`src/rtl/pwr_mode_ctrl.sv`:
```
module pwr_mode_ctrl #(
  parameter int WAKE_CYCLES = 64,
  parameter logic [7:0] CTL_ADDR = 8'h87
) (
  input  logic       clk,
  input  logic       por_n,
  input  logic       ext_rst,
  input  logic       bod_rst,
  input  logic [7:0] sfr_addr,
  input  logic       sfr_wr,
  input  logic [7:0] sfr_wdata,
  output logic [7:0] sfr_rdata,
  input  logic       wdt_idle_en,
  input  logic       irq_wake,
  input  logic       irq_pd_wake,
  output logic       cpu_clk_en,
  output logic       periph_clk_en,
  output logic       osc_en,
  output logic       wdt_en,
  output logic       bod_en,
  output logic       flash_pd,
  output logic       wake_strobe,
  output logic       baud_dbl,
  output logic       fe_sel
);
  localparam int CW = (WAKE_CYCLES > 1) ? $clog2(WAKE_CYCLES) : 1;
  localparam logic [CW-1:0] LAST = CW'(WAKE_CYCLES - 1);

  typedef enum logic [2:0] {S_RUN, S_IDLE, S_PDN, S_WEXT, S_WCNT} st_t;

  st_t           st;
  logic [7:0]    ctl_q;
  logic [CW-1:0] cnt;
  logic          strobe_q;

  wire hit    = (sfr_addr == CTL_ADDR);
  wire wr_hit = sfr_wr && hit;
  wire warm   = ext_rst || bod_rst;

  always_ff @(posedge clk or negedge por_n) begin
    if (!por_n) begin
      st       <= S_RUN;
      ctl_q    <= 8'h10;
      cnt      <= '0;
      strobe_q <= 1'b0;
    end else if (warm) begin
      st       <= S_RUN;
      ctl_q    <= {3'b000, ctl_q[4], 4'b0000};
      cnt      <= '0;
      strobe_q <= 1'b0;
    end else begin
      strobe_q <= 1'b0;
      case (st)
        S_RUN: if (wr_hit) begin
          ctl_q <= {sfr_wdata[7:1], sfr_wdata[0] & ~sfr_wdata[1]};
          if (sfr_wdata[1])      st <= S_PDN;
          else if (sfr_wdata[0]) st <= S_IDLE;
        end
        S_IDLE: if (irq_wake || irq_pd_wake) begin
          st       <= S_RUN;
          ctl_q[0] <= 1'b0;
        end
        S_PDN: if (irq_pd_wake) begin
          st  <= ctl_q[5] ? S_WCNT : S_WEXT;
          cnt <= '0;
        end
        S_WEXT: if (!irq_pd_wake) begin
          st       <= S_RUN;
          ctl_q[1] <= 1'b0;
          strobe_q <= 1'b1;
        end
        S_WCNT: if (cnt == LAST) begin
          st       <= S_RUN;
          ctl_q[1] <= 1'b0;
          strobe_q <= 1'b1;
        end else begin
          cnt <= cnt + 1'b1;
        end
        default: st <= S_RUN;
      endcase
    end
  end

  assign sfr_rdata     = hit ? ctl_q : 8'h00;
  assign cpu_clk_en    = (st == S_RUN);
  assign periph_clk_en = (st == S_RUN) || (st == S_IDLE);
  assign osc_en        = (st != S_PDN);
  assign bod_en        = (st != S_PDN);
  assign flash_pd      = (st == S_PDN);
  assign wdt_en        = (st == S_RUN) || ((st == S_IDLE) && wdt_idle_en);
  assign wake_strobe   = strobe_q;
  assign baud_dbl      = ctl_q[7];
  assign fe_sel        = ctl_q[6];
endmodule

```
`config.mk`:
```
export PLATFORM = sky130hd
export DESIGN_NAME = pwr_mode_ctrl
export DESIGN_NICKNAME = d
export VERILOG_FILES = /design/src/rtl/pwr_mode_ctrl.sv
export SDC_FILE = /design/constraint.sdc
export NUM_CORES = 1
export LEC_CHECK = 0
export ABC_AREA = 1
export CORE_ASPECT_RATIO = 0.8
export CORE_MARGIN = 2
export CORE_UTILIZATION = 40
export CTS_CLUSTER_DIAMETER = 40
export DETAILED_ROUTE_END_ITERATION = 10
export DONT_BUFFER_PORTS = 1
export SLEW_MARGIN = 20
export SYNTH_ARGS = -nofsm -noshare
export SYNTH_HDL_FRONTEND = slang
export SYNTH_SLANG_ARGS = --single-unit
```
`constraint.sdc`:
```
create_clock -name clk -period 2.06 [get_ports clk]
set_clock_uncertainty 0.15 [all_clocks]
set_input_delay 0.206 -clock clk [delete_from_list [all_inputs] [get_ports clk]]
set_output_delay 0.206 -clock clk [all_outputs]
set_load 0.005 [all_outputs]
```
==> out/results.ini <==
[route]
dr.first_iter.drc_count=17
ant_nets=0
vias=1130
wirelength_um=2780
drt-vias-per-instance=4.98
firstDrtPassIters=4
drc=0
wl_per_cell_um=12.2

[sta]
hold_violations=0
setup_tns_ns=0
grt_setup_unrepaired=no
min_period_ns=1.85
tightest_slew_ns=0.847
whs_ns=0.0554
slew_headroom_pct=43.4
setup_viol=0
slew_violations=0
max_clock_freq_mhz=540
finalCritPeriodShare_pct=89.9

[clock_network]
root_buffer=clkbuf_4
cts_tree=yes
cts_sinks=18
cts_resized=0
cts_htree_levels=1
clock_path_buffers=2
cts_buffers=3
clkTransAtPathRegs_ns=0.10
clk_latency_ns=0.29

[synthesis]
ys_types=23
synth_top_area_cell=dfrtp_1
synth_edf_count=0
synthArstFlopShare_pct=100
yosysSeqAreaShare_pct=39.4
netlist_instances=172
synth_most_common_cell=nand2_1
synth_ff_type=dfrtp_1
ys_ff_latch=18
synth_top_area_share_pct=37.1
yosys_warnings=0
synth_nets=197
synth_area_leaders=dfrtp_1 (37%), nand2_1 (16%), nor2_1 (9.2%)
syn_avg_cell_area_um2=6.66
synthTopCellsByCount=nand2_1 (49), nor2_1 (28), inv_1 (25)
syn_area_um2=1150

[global_routing]
grt_max_degree=19
grtUsageTotal_pct=18.5
grt_antenna_before_repair=0
first_global_vias=1096
overflow=0
grt_pass1_wl_um=4720

[pwr]
p_leak_nw=0.621
swShare_pct=26.9
power_mw=0.698
p_sw_mw=0.188
ir_worst_vdd_mv=0.369
clkPwrFrac_pct=30.2
combinationalPowerShare_pct=16.7
p_int_mw=0.510
pwr-share-seq_pct=53.1
power_density_nw_per_um2=512

[worst_setup_path]
max_stage_delay_ns=0.57
slowest_stage=dlygate4sd3_1
endpoint_kind=flop
crit_required_ns=2.14
timing.rr.end=ctl_q[1]$_DFFE_PN0P_
r2r_cells=7
crit_arrival_ns=1.93
path_class=reg -> reg
path_cells=nor2_1, o21ai_0, nand4_1, dlygate4sd3_1, nor2_1, nand2_1, nand2_1
rrSetupSlack_ns=0.21
crit_path_start_kind=flop
worstReg2RegStart=st[0]$_DFFE_PN0P_
critPathMaxFanout=6

[placed_design]
port_buffers=0
placed_cell_area_um2=1190
place.gp.congestion=0.816
hpwl_um=2130

[floorplan]
die_h_um=51.9
core_area_um2=2740
ioPinCount=41
initial_core_util_pct=41.8
fp-row-count=17
die_area_um2=3310
die_w_um=63.8

[final_layout]
filler_cell_count=273
diodes=0
seqCellArea_um2=452
nets=215
postLayoutCellArea_um2=1360
drive_gt1_share_pct=7.94
multiInputGateArea_um2=586
area_growth_pct=18.9

[run]
drv_cap=0

[outcome]
status=finished, final reports clean

[hold_path]
min_path_type=in -> reg
hold_path_depth=5
worstHoldStart=sfr_wdata[1]
min_to=ctl_q[0]$_DFFE_PN0P_

-- final cells by class --
cell class                 count  share of cell area (%)
clock buffer                   4                    2.66
sequential                    18                    33.1
timing repair buffer          14                    10.3
tap                           38                    3.49
inverter                      27                    7.44
multi-input combinational    126                    43.0
-- metal layers --
metal	global-route usage [%]	vias to the layer above	part of all wire [%]
met4	2.17	0	0.43
met1	23.8	523	49
met2	31.9	31	45
met5	0	-	0
met3	5.19	2	5.8
li1	-	574	-
-- placed cells by master (no fill, tap or decap), drive strengths merged --
cell         Yosys  layout
a21oi            1       1
and2             1       1
clkbuf           0       4
dfrtp           17      17
dfstp            1       1
dlygate4sd3      0      14
ha               1       1
inv             27      27
nand2           51      51
nand3           12      12
nand3b           1       1
nand4            2       2
nor2            33      33
nor3             2       2
nor3b            1       1
o21a             1       1
o21ai           19      19
o41ai            1       1
-- logic make-up (layout without fill, tap and decap cells) --
| family | after synthesis | count (layout) | synth area share [%] |
|---|---|---|---|
| and+or+nand+nor | 103 | 103 | 39.8 |
| buffers and inverters | 28 | 45 | 9.50 |
| AOI/OAI and AO/OA | 22 | 22 | 10.2 |
| DFF | 18 | 18 | 39.4 |
| adders and majority gates | 1 | 1 | 1.09 |
-- through the flow --
| step | util, % | setup slack (ns) | instances |
|---|---|---|---|
| final | 49.7 | 0.207 | 227 |
| after global routing | 49.7 | 0.0990 | 227 |
| after CTS | 49.3 | 0.265 | 226 |
| after detailed placement | 43.2 | 0.392 | 209 |
| after global placement | 43.2 | 0.420 | 209 |
| after floorplan | - | 0.615 | 172 |
-- critical path: cells and delay by family (launching register included) --
kind,cells,cell delay [ns]
AO/OA/AOI/OAI,1,0.19
AND/OR/NAND/NOR,5,0.44
buffers and inverters,1,0.57
flip-flops,1,0.45
-- sequential cells by signal (all words and copies together), names as in the netlist --
name / count
ctl_q: 8
wake_strobe: 1
st: 3
cnt: 6
-- timing repair --
action                    in CTS  in global routing
buffers inserted               0                  0
hold endpoints to repair      29                  1
hold buffers                  13                  1
-- power by group through the flow --
stage | combinational, mW | clock, mW | sequential (mW)
after floorplan | 0.0747 | 0 | 0.375
after global placement | 0.0878 | 0 | 0.377
after detailed placement | 0.0884 | 0 | 0.377
after CTS | 0.115 | 0.224 | 0.370
after global routing | 0.131 | 0.246 | 0.373
final | 0.116 | 0.211 | 0.371
-- worst max path at each step --
stage / start / to / cells after the start
after floorplan: cnt[0]$_DFFE_PN0P_ / cnt[4]$_DFFE_PN0P_ / 8
after global placement: st[0]$_DFFE_PN0P_ / st[1]$_DFFE_PN0P_ / 8
after detailed placement: st[2]$_DFFE_PN0P_ / cnt[5]$_DFFE_PN0P_ / 8
after CTS: st[0]$_DFFE_PN0P_ / ctl_q[1]$_DFFE_PN0P_ / 7
after global routing: st[0]$_DFFE_PN0P_ / ctl_q[1]$_DFFE_PN0P_ / 7
final: st[0]$_DFFE_PN0P_ / ctl_q[1]$_DFFE_PN0P_ / 7
(Power assumes the default switching activity.)
